$ cat config.mk
export PLATFORM = sky130hd
export DESIGN_NAME = spi_xaddr_slave
export DESIGN_NICKNAME = d
export VERILOG_FILES = /design/src/rtl/spi_xaddr_pkg.sv /design/src/rtl/spi_xaddr_sync.sv /design/src/rtl/spi_xaddr_shifter.sv /design/src/rtl/spi_xaddr_parser.sv /design/src/rtl/spi_xaddr_slave.sv
export SDC_FILE = /design/constraint.sdc
export NUM_CORES = 1
export LEC_CHECK = 0
export ABC_CLOCK_PERIOD_IN_PS = 3900
export BUFFER_PORTS_ARGS = -buffer_cell sky130_fd_sc_hd__buf_2
export CAP_MARGIN = 15
export CORE_UTILIZATION = 50
export CTS_CLUSTER_SIZE = 24
export DETAILED_ROUTE_END_ITERATION = 16
export PLACE_DENSITY = 0.77
export RECOVER_POWER = 50
export SLEW_MARGIN = 20
export SYNTH_ARGS = -nofsm -noshare
export SYNTH_HDL_FRONTEND = slang
export SYNTH_HIERARCHICAL = 1
export SYNTH_SLANG_ARGS = --single-unit
$ cat constraint.sdc
create_clock -name clk -period 3.9 [get_ports clk]
set_input_delay 0.39 -clock clk [delete_from_list [all_inputs] [get_ports clk]]
set_output_delay 0.39 -clock clk [all_outputs]
set_load 0.01 [all_outputs]
$ cat src/rtl/spi_xaddr_pkg.sv
package spi_xaddr_pkg;

    localparam int BYTE_W = 8;
    localparam int ADDR_W = 16;
    localparam int OP_W   = 3;
    localparam int HI_W   = 3;   // address bits carried by an extension byte
    localparam int LO_W   = 5;   // address bits carried by the second header byte
    localparam int MID_W  = ADDR_W - HI_W - LO_W;

    localparam logic [OP_W-1:0] OP_READ  = 3'b010;
    localparam logic [OP_W-1:0] OP_WRITE = 3'b100;
    localparam logic [OP_W-1:0] OP_EXTEND = 3'b110;

    typedef enum logic [2:0] {
        PH_HI,     // expecting address bits [12:5]
        PH_LO,     // expecting address bits [4:0] and op
        PH_EXT,    // expecting extension byte
        PH_WAIT,   // read wait byte
        PH_WDATA,  // write data bytes
        PH_RDATA,  // read data bytes
        PH_DROP    // unknown op, ignore until deselect
    } phase_e;

    typedef struct packed {
        logic [LO_W-1:0] a_lo;
        logic [OP_W-1:0] op;
    } lo_byte_t;

    typedef struct packed {
        logic [HI_W-1:0] a_hi;
        logic [OP_W-1:0] op;
        logic [1:0]      rsvd;
    } ext_byte_t;

    typedef struct packed {
        logic              valid;
        logic [BYTE_W-1:0] data;
    } byte_ev_t;

    function automatic phase_e op_to_phase(input logic [OP_W-1:0] op);
        case (op)
            OP_READ:   return PH_WAIT;
            OP_WRITE:  return PH_WDATA;
            OP_EXTEND: return PH_EXT;
            default:   return PH_DROP;
        endcase
    endfunction

endpackage

$ cat src/rtl/spi_xaddr_sync.sv
module spi_xaddr_sync #(
    parameter int               WIDTH   = 3,
    parameter int               STAGES  = 2,
    parameter logic [WIDTH-1:0] RST_VAL = '0
) (
    input  logic             clk,
    input  logic             rst,
    input  logic [WIDTH-1:0] d,
    output logic [WIDTH-1:0] q
);
    logic [WIDTH-1:0] st [STAGES];

    always_ff @(posedge clk) begin
        if (rst) begin
            for (int i = 0; i < STAGES; i++) st[i] <= RST_VAL;
        end else begin
            st[0] <= d;
            for (int i = 1; i < STAGES; i++) st[i] <= st[i-1];
        end
    end

    assign q = st[STAGES-1];
endmodule

$ cat src/rtl/spi_xaddr_shifter.sv
module spi_xaddr_shifter
    import spi_xaddr_pkg::*;
#(
    parameter int W     = BYTE_W,
    localparam int CNT_W = $clog2(W)
) (
    input  logic             clk,
    input  logic             rst,
    input  logic             cs_act,
    input  logic             sclk_rise,
    input  logic             sclk_fall,
    input  logic             mosi_bit,
    input  logic             load_en,
    input  logic [W-1:0]     tx_next,
    output byte_ev_t         rx_ev,
    output logic             tx_loaded,
    output logic             miso_bit,
    output logic [CNT_W-1:0] bit_cnt
);
    localparam logic [CNT_W-1:0] LAST = CNT_W'(W - 1);

    logic [W-1:0] rx_sr;
    logic [W-1:0] tx_sr;

    always_ff @(posedge clk) begin
        if (rst || !cs_act) begin
            bit_cnt   <= '0;
            rx_sr     <= '0;
            tx_sr     <= '0;
            rx_ev     <= '0;
            tx_loaded <= 1'b0;
        end else begin
            rx_ev.valid <= 1'b0;
            tx_loaded   <= 1'b0;
            if (sclk_rise) begin
                rx_sr   <= {rx_sr[W-2:0], mosi_bit};
                bit_cnt <= (bit_cnt == LAST) ? '0 : bit_cnt + 1'b1;
                if (bit_cnt == LAST) begin
                    rx_ev.valid <= 1'b1;
                    rx_ev.data  <= {rx_sr[W-2:0], mosi_bit};
                end
            end
            if (sclk_fall) begin
                if (bit_cnt == '0) begin
                    // byte boundary: present the next byte's MSB
                    tx_sr     <= load_en ? tx_next : '0;
                    tx_loaded <= load_en;
                end else begin
                    tx_sr <= {tx_sr[W-2:0], 1'b0};
                end
            end
        end
    end

    assign miso_bit = tx_sr[W-1];
endmodule

$ cat src/rtl/spi_xaddr_parser.sv
module spi_xaddr_parser
    import spi_xaddr_pkg::*;
(
    input  logic              clk,
    input  logic              rst,
    input  logic              cs_act,
    input  byte_ev_t          rx_ev,
    input  logic              tx_loaded,
    input  logic [BYTE_W-1:0] reg_rdata,
    output logic [ADDR_W-1:0] reg_addr,
    output logic              reg_wr,
    output logic [BYTE_W-1:0] reg_wdata,
    output logic              reg_rd,
    output logic [BYTE_W-1:0] tx_next,
    output logic              load_en,
    output phase_e            phase
);
    logic [ADDR_W-1:0] ptr;
    logic              rd_pend;
    lo_byte_t          lo_b;
    ext_byte_t         ext_b;
    logic [OP_W-1:0]   hdr_op;
    logic [ADDR_W-1:0] hdr_addr;
    phase_e            hdr_next;

    always_comb begin
        lo_b  = lo_byte_t'(rx_ev.data);
        ext_b = ext_byte_t'(rx_ev.data);
        if (phase == PH_EXT) begin
            hdr_op   = ext_b.op;
            hdr_addr = {ext_b.a_hi, ptr[ADDR_W-HI_W-1:0]};
        end else begin
            hdr_op   = lo_b.op;
            hdr_addr = {ptr[ADDR_W-1:LO_W], lo_b.a_lo};
        end
        hdr_next = op_to_phase(hdr_op);
    end

    assign load_en = (phase == PH_RDATA);

    always_ff @(posedge clk) begin
        if (rst) begin
            phase     <= PH_HI;
            ptr       <= '0;
            rd_pend   <= 1'b0;
            tx_next   <= '0;
            reg_addr  <= '0;
            reg_wr    <= 1'b0;
            reg_wdata <= '0;
            reg_rd    <= 1'b0;
        end else begin
            reg_wr  <= 1'b0;
            reg_rd  <= 1'b0;
            rd_pend <= reg_rd;
            if (rd_pend) tx_next <= reg_rdata;

            if (!cs_act) begin
                phase <= PH_HI;
            end else if (rx_ev.valid) begin
                case (phase)
                    PH_HI: begin
                        ptr   <= {{HI_W{1'b0}}, rx_ev.data[MID_W-1:0], {LO_W{1'b0}}};
                        phase <= PH_LO;
                    end
                    PH_LO, PH_EXT: begin
                        ptr   <= hdr_addr;
                        phase <= hdr_next;
                        if (hdr_next == PH_WAIT) begin
                            reg_rd   <= 1'b1;
                            reg_addr <= hdr_addr;
                        end
                    end
                    PH_WAIT: phase <= PH_RDATA;
                    PH_WDATA: begin
                        reg_wr    <= 1'b1;
                        reg_addr  <= ptr;
                        reg_wdata <= rx_ev.data;
                        ptr       <= ptr + 1'b1;
                    end
                    default: ;
                endcase
            end else if (tx_loaded && phase == PH_RDATA) begin
                // current byte now on MISO: fetch the one after it
                ptr      <= ptr + 1'b1;
                reg_rd   <= 1'b1;
                reg_addr <= ptr + 1'b1;
            end
        end
    end
endmodule

$ cat src/rtl/spi_xaddr_slave.sv
module spi_xaddr_slave
    import spi_xaddr_pkg::*;
#(
    parameter int SYNC_STAGES = 2
) (
    input  logic              clk,
    input  logic              rst,
    input  logic              spi_sclk,
    input  logic              spi_cs_n,
    input  logic              spi_mosi,
    output logic              spi_miso,
    output logic [ADDR_W-1:0] reg_addr,
    output logic              reg_wr,
    output logic [BYTE_W-1:0] reg_wdata,
    output logic              reg_rd,
    input  logic [BYTE_W-1:0] reg_rdata
);
    localparam int CNT_W = $clog2(BYTE_W);

    logic [2:0]        pins_s;
    logic              cs_n_s, sclk_s, mosi_s, sclk_d;
    logic              cs_act, sclk_rise, sclk_fall;
    byte_ev_t          rx_ev;
    logic              tx_loaded, miso_bit, load_en;
    logic [BYTE_W-1:0] tx_next;
    logic [CNT_W-1:0]  bit_cnt;
    phase_e            phase;

    spi_xaddr_sync #(.WIDTH(3), .STAGES(SYNC_STAGES), .RST_VAL(3'b100)) u_sync (
        .clk(clk), .rst(rst),
        .d({spi_cs_n, spi_sclk, spi_mosi}),
        .q(pins_s)
    );

    assign {cs_n_s, sclk_s, mosi_s} = pins_s;

    always_ff @(posedge clk) begin
        if (rst) sclk_d <= 1'b0;
        else     sclk_d <= sclk_s;
    end

    assign cs_act    = !cs_n_s;
    assign sclk_rise = sclk_s && !sclk_d;
    assign sclk_fall = !sclk_s && sclk_d;

    spi_xaddr_shifter #(.W(BYTE_W)) u_shift (
        .clk(clk), .rst(rst), .cs_act(cs_act),
        .sclk_rise(sclk_rise), .sclk_fall(sclk_fall), .mosi_bit(mosi_s),
        .load_en(load_en), .tx_next(tx_next),
        .rx_ev(rx_ev), .tx_loaded(tx_loaded), .miso_bit(miso_bit), .bit_cnt(bit_cnt)
    );

    spi_xaddr_parser u_parse (
        .clk(clk), .rst(rst), .cs_act(cs_act),
        .rx_ev(rx_ev), .tx_loaded(tx_loaded), .reg_rdata(reg_rdata),
        .reg_addr(reg_addr), .reg_wr(reg_wr), .reg_wdata(reg_wdata), .reg_rd(reg_rd),
        .tx_next(tx_next), .load_en(load_en), .phase(phase)
    );

    assign spi_miso = cs_act && miso_bit;
endmodule

==> results of run 1 <==
==> cell usage in the layout, fill, tap and decap left out, drive strengths merged, types with 3 or more instances in the layout <==
master / n
nand2b: 10
a32oi: 4
clkbuf: 40
mux2i: 30
nor3: 5
xnor2: 7
xor2: 5
nor2b: 17
nand3: 27
o21ai: 20
ha: 5
nand2: 35
nor2: 75
and2: 3
inv: 16
o32ai: 6
o211ai: 3
dfxtp: 89
a221oi: 4
a211oi: 15
or2: 4
a311oi: 11
o22ai: 6
buf: 17
a22oi: 3
nor3b: 8
a21oi: 32
nor4: 6
nand4: 4
==> sequential cells by signal, summed over array words and instances, names as in the netlist <==
signal	flops
sclk_d	1
u_parse/phase	3
u_parse/ptr	16
u_parse/rd_pend	1
u_parse/reg_addr	16
u_parse/reg_rd	1
u_parse/reg_wdata	8
u_parse/reg_wr	1
u_parse/tx_next	8
u_shift/bit_cnt	3
u_shift/rx_ev	9
u_shift/rx_sr	7
u_shift/tx_loaded	1
u_shift/tx_sr	8
u_sync/st	6
==> metrics by stage <==
step           cells  total power [mW]  hold slack, ns
6_report         650              1.55           0.207
3_3_place_gp     634             0.966           0.391
4_1_cts          650              1.56           0.199
2_1_floorplan    526             0.959           0.383
5_1_grt          650              1.60           0.185
3_5_place_dp     634             0.967           0.401
==> per-layer routing <==
layer	part of all wire	vias up
li1	-	1905
met2	0.46	169
met4	0.028	0
met5	0	-
met3	0.061	24
met1	0.45	1794
==> cell type report <==
class / count / area (µm²)
Fill cell: 818 / 3930
Multi-Input combinational cell: 378 / 2430
Sequential cell: 89 / 1780
Timing Repair Buffer: 45 / 203
Clock buffer: 12 / 155
Tap cell: 108 / 135
Inverter: 14 / 52.6
Clock inverter: 4 / 33.8
==> critical path: cells and delay by family <==
family	cells	cell delay, ns
buffers and inverters	2	2.09
and+or+nand+nor	1	0.46
AOI/OAI and AO/OA	1	0.10
==> worst min path at each step <==
stage | from | end | slack, ns
2_1_floorplan | u_sync/st[0][2] | u_sync/st[0][5] | 0.38
3_3_place_gp | u_sync/st[0][2] | u_sync/st[0][5] | 0.39
3_5_place_dp | u_sync/st[0][2] | u_sync/st[0][5] | 0.40
4_1_cts | spi_cs_n | u_sync/st[0][2] | 0.20
5_1_grt | spi_cs_n | u_sync/st[0][2] | 0.18
6_report | spi_cs_n | u_sync/st[0][2] | 0.21
==> power by group through the flow <==
stage	sequential [mW]	combinational [mW]	clock, mW
final	0.913	0.0327	0.604
after global routing	0.913	0.0363	0.654
after floorplan	0.933	0.0255	0
after CTS	0.913	0.0334	0.619
after global placement	0.934	0.0324	0
after detailed placement	0.934	0.0334	0
==> cells by family (layout without fill, tap and decap cells) <==
| family | count (synthesis) | after routing | synth area share |
|---|---|---|---|
| adder cells (fa/ha/maj) | 6 | 6 | 0.0161 |
| AND/OR/NAND/NOR | 205 | 205 | 0.224 |
| buffers and inverters | 59 | 75 | 0.0679 |
| AO/OA/AOI/OAI | 123 | 123 | 0.202 |
| flip-flops | 89 | 89 | 0.394 |
| multiplexers | 32 | 32 | 0.0723 |
| XOR/XNOR | 12 | 12 | 0.0233 |
==> results.md, run 1 <==
- Post-route minimum period: 2.97 ns
- Hold depth: 2
- Mapped Area: 4520 µm²
- Lkg Pwr: 1.55 nW
- Top post-synthesis cells by area: dfxtp_1 (39%), mux2i_1 (6.4%), nor2_1 (6.2%)
- FF-to-FF path depth: 6
- Ant diodes: 0
- Post-CTS Hold Fix Bufs: 0
- Status: complete, but fails checks
- Sequential Power Share: 0.589
- Ys flop type: dfxtp_1
- Clock Tree Buf Depth: 2
- Seq cells post-synth: 89
- Tcrit/Tclk final: 0.762
- Worst Hold Class: input port to register
- Number of global-route vias before repair: 3519
- Worst Max-Slew Pin Slew: 2.87 ns
- Num ports: 40
- CTS H-tree depth: 3
- VDD IR max: 0.184 mV
- Internal power: 1.20 mW
- Final setup violation count: 0
- Pin count of the biggest net entering global routing: 64
- Mapped Nets: 544
- Die area: 9420 µm²
- Commonest cells post-synth: dfxtp_1 (89), nor2_1 (75), nand2_1 (34)
- Sw power: 354 µW
- Clock slew at reported path FFs: 0.09 ns
- Max-capacitance violation count: 1
- Clk_skew: 0.0131 ns
- Final Wtd Congestion: 0.892
- Sequential area share after synthesis: 0.394
- Setup crit end: u_parse/ptr[10]
- Syn avg cell area: 8.59 µm²
- Worst skew pair latency: 0.36 ns
- CTS root buf: clkbuf_8
- DPL Wire Length: 7010 µm
- RSZ-0062 raised after global routing: false
- TritonRoute pass-1 iters: 6
- Initial Util: 0.518
- Crit-path slowest cell: clkbuf_1
- Largest area contributor in the netlist: dfxtp_1
- Crit path capture type: register
- Grt peak-use layer: met2
- Post-route cell area: 4790 µm²
- Post-place setup slack: 1.10 ns
- Cell area after placement: 4640 µm²
- Crit-path max FO: 63
- Power Density: 323 nW/µm²
- Cells after Synth: 526
- Cell row count: 34
- Comb pwr share: 0.021
- Sw Share: 0.228
- Worst slew margin: -0.913
- CORE AREA: 8720 µm²
- All-Layer GR Usage: 0.224
- Overflow after GRT: 0
- Top cell type's share of synthesized area: 0.394
- Crit. Startpoint: rst
- Detailed Route Iter0 Violations: 322
- WL/cell: 16.0 µm
- Initial antenna violation count: 0
- DR DRC count: 0
- Asr flop ratio synth: 0
- Clk network pwr share: 0.390
- DIE HEIGHT: 97.0 µm
- Final Hold Fails: 0
- # nets final: 555
- Crit path cell chain: buf_2, clkbuf_1, or2_2, o22ai_1
- Worst Setup Start Kind: input port
- Setup TNS: 0 ns
- CTS Buf Count: 9
- Clock sinks: 89
- Reg2reg setup slack: 0.94 ns
- Yosys cell types: 67
- Crit path required time: 4.03 ns
- Layout area overhead: 6.04%
- IO Port Bufs: 39
- TritonCTS clock tree: yes
- Count leader, synth: dfxtp_1
- Die width: 97.0 µm
- F_max: 337 MHz
- YS warnings: 6
- Total number of vias: 3892
- Failing checks: capacitance limit, slew limit
- Max incr delay on CP: 2.01 ns
- Met1 Use GR: 0.297
- WP data arrival: 3.11 ns
- Post_cts resized: 0
- Post CTS Setup Buffer Count: 0
- GR Layer Usage met3: 0.0513
- Layout Utilization: 0.549
- R2R Path End: u_parse/reg_addr[15]
- Number of synthesized flops with an enable pin: 0
- Antenna-violating nets left: 0
- Crit path kind: input port to register
- RR Startpoint: u_parse/phase[1]
- Via density per instance: 5.99
- Max Slew Vio Count: 64
- Layout cells sized above 1: 0.0978
- Fin worst setup slack: 0.929 ns
- Grt met2 use: 0.350
- First-pass GRT wire length: 17300 µm
- Final wirelength: 10400 µm
No activity file was read; power rests on OpenSTA's default activity.
==> run 2: changes to the inputs <==
Settings changed: ABC_CLOCK_PERIOD_IN_PS 3900 to 2550, PLACE_DENSITY 0.77 to 0.79.
Clock period 3.9 ns to 2.55 ns, I/O delays scaled along.
==> results.md, run 2 (same netlist as run 1, synthesis figures left out) <==
- Power Density: 519 nW/µm² (+61%)
- WL/cell: 16.1 µm (+0.85%)
- Commonest non-fill, non-tap cell in the layout: dfxtp_1
- Via density per instance: 5.99 (about the same)
- Commonest cells after routing, fill and taps aside: dfxtp_1 (89), nor2_1 (75), nand2_1 (34), a21oi_1 (32)
- Crit path required time: 2.82 ns (-1.21 ns)
- Post CTS Setup Buffer Count: 0 (unchanged)
- Sw Share: 0.228 (-0.000320)
- Comb pwr share: 0.020 (about the same)
- Post-route minimum period: 2.24 ns
- VDD IR max: 0.352 mV (+91%)
- Worst Setup Start Kind: register
- Ant diodes: 0 (unchanged)
- Max-capacitance violation count: 0 (-1)
- Layout cells sized above 1: 0.117 (+0.0195)
- Pin count of the biggest net entering global routing: 45 (-30%)
- Num ports: 40 (unchanged)
- Crit-path max FO: 30 (-52%)
- DIE HEIGHT: 97.0 µm (unchanged)
- Clock sinks: 89 (unchanged)
- Total number of vias: 3966 (+1.9%)
- Max Slew Vio Count: 0 (-100%)
- All-Layer GR Usage: 0.232 (+0.00760)
- Layout Utilization: 0.565 (+0.0156)
- Worst skew pair latency: 0.37 ns (about the same)
- CORE AREA: 8720 µm² (unchanged)
- CTS H-tree depth: 3 (unchanged)
- Post-place setup slack: 0.399 ns (-0.697 ns)
- Clk network pwr share: 0.434 (+0.044)
- Clock slew at reported path FFs: 0.10 ns (about the same)
- Crit path capture type: register
- Internal power: 1.97 mW (+65%)
- Die area: 9420 µm² (unchanged)
- Cell row count: 34 (unchanged)
- IO Port Bufs: 39 (unchanged)
- Overflow after GRT: 0 (unchanged)
- Fin worst setup slack: 0.310 ns (-0.619 ns)
- Final Wtd Congestion: 0.875 (-2.0%)
- Final Non-Filler Cells: 662 (+1.8%)
- R2R Path End: u_parse/reg_addr[15]
- Setup TNS: 0 ns (unchanged)
- Crit path kind: register to register
- Fillers: 782 (-4.4%)
- Worst slew margin: 0.319 (+1.23)
- DPL Wire Length: 7210 µm (+2.9%)
- Clk_skew: 0.0118 ns (-0.00133 ns)
- Layout area overhead: 9.06%
- Worst Hold Class: input port to register
- Post-CTS Hold Fix Bufs: 0 (unchanged)
- Number of global-route vias before repair: 3718 (+5.7%)
- CTS Buf Count: 9 (unchanged)
- Reg2reg setup slack: 0.31 ns (-0.63 ns)
- Hold depth: 2 (unchanged)
- Sw power: 583 µW (+65%)
- HP Start: spi_cs_n
- Die width: 97.0 µm (unchanged)
- FF-to-FF path depth: 6 (unchanged)
- Antenna-violating nets left: 0 (unchanged)
- RSZ-0062 raised after global routing: false
- Tcrit/Tclk final: 0.878
- WP data arrival: 2.51 ns (-0.60 ns)
- Clock Tree Buf Depth: 2 (unchanged)
- First-pass GRT wire length: 17900 µm (+3.4%)
- TritonRoute pass-1 iters: 5 (-1)
- Detailed Route Iter0 Violations: 380 (+18%)
- Final setup violation count: 0 (unchanged)
- FF/Latch Area: 1780 µm² (unchanged)
- Hold EP: u_sync/st[0][2]
- Status: finished clean
- Lkg Pwr: 1.63 nW (+4.9%)
- Largest regs: u_parse/ptr (16), u_parse/reg_addr (16), u_shift/rx_ev (9)
- F_max: 446 MHz
- Footprint of the multi-input gates: 2430 µm² (unchanged)
- Final wirelength: 10700 µm (+2.7%)
- DR DRC count: 0 (unchanged)
- Initial Util: 0.518 (unchanged)
- TritonCTS clock tree: yes
- Initial antenna violation count: 0 (unchanged)
- Worst Max-Slew Pin Slew: 1.02 ns (-1.85 ns)
- # nets final: 567 (+2.2%)
- Sequential Power Share: 0.546 (-0.043)
- CTS root buf: clkbuf_8
- RR Startpoint: u_parse/phase[1]
- Power Total: 2.56 mW (+65%)
- Post_cts resized: 0 (unchanged)
- Placed cells: 646 (+1.9%)
- Final Hold Fails: 0 (unchanged)
## run 2: cell count changes in the layout (fill, tap and decap cells not counted), sizes merged
cell / before / now
bufinv: 0 / 2
buf: 17 / 27
clkinv: 2 / 3
clkbuf: 40 / 39
## run 2: how the worst max path moves through the flow
stage,start,endpoint,slack [ns]
6_report,u_parse/phase[1],u_parse/reg_addr[15],0.31
3_3_place_gp,u_parse/phase[2],u_parse/reg_addr[15],0.45
5_1_grt,u_parse/phase[2],u_parse/ptr[9],0.14
2_1_floorplan,u_parse/ptr[0],u_parse/ptr[14],0.71
3_5_place_dp,u_parse/phase[1],u_parse/reg_addr[15],0.40
4_1_cts,u_parse/phase[1],u_parse/phase[1],0.36
## run 2: power groups by stage
stage	combinational, mW	clock (mW)	sequential (mW)
floorplan	0.0390	0	1.43
global placement	0.0530	0	1.43
detailed placement	0.0553	0	1.43
CTS	0.0554	1.12	1.40
global route	0.0568	1.17	1.40
finish	0.0516	1.11	1.40
## run 2: metal layers
layer  track usage  share of wire  up-vias
met5             0              0        -
met3        0.0499          0.076       24
met4        0.0827          0.023        0
li1              -              -     1927
met1         0.303           0.44     1820
met2         0.377           0.46      195
## run 2: through the flow
stage / area (µm²) / hold WS (ns)
3_5_place_dp: 4750 / 0.407
6_report: 4930 / 0.0745
3_3_place_gp: 4750 / 0.388
4_1_cts: 4980 / 0.0711
2_1_floorplan: 4520 / 0.327
5_1_grt: 4930 / 0.0619
## run 2: final cells by class
| cell class | count | share of cell area |
|---|---|---|
| clock buffers | 9 | 0.0251 |
| clock inverters | 7 | 0.0208 |
| inverters | 14 | 0.0107 |
| multi-input cells | 378 | 0.493 |
| flip-flops and latches | 89 | 0.362 |
| well taps | 108 | 0.0274 |
| repair buffers | 57 | 0.0612 |
## run 2: worst max-delay path, stage by stage (launching register included)
cell,delay (ns)
dfxtp_1,0.71
nor3b_2,0.36
mux2i_2,0.16
a221oi_4,0.37
buf_12,0.23
nor3b_1,0.07
a41o_1,0.24
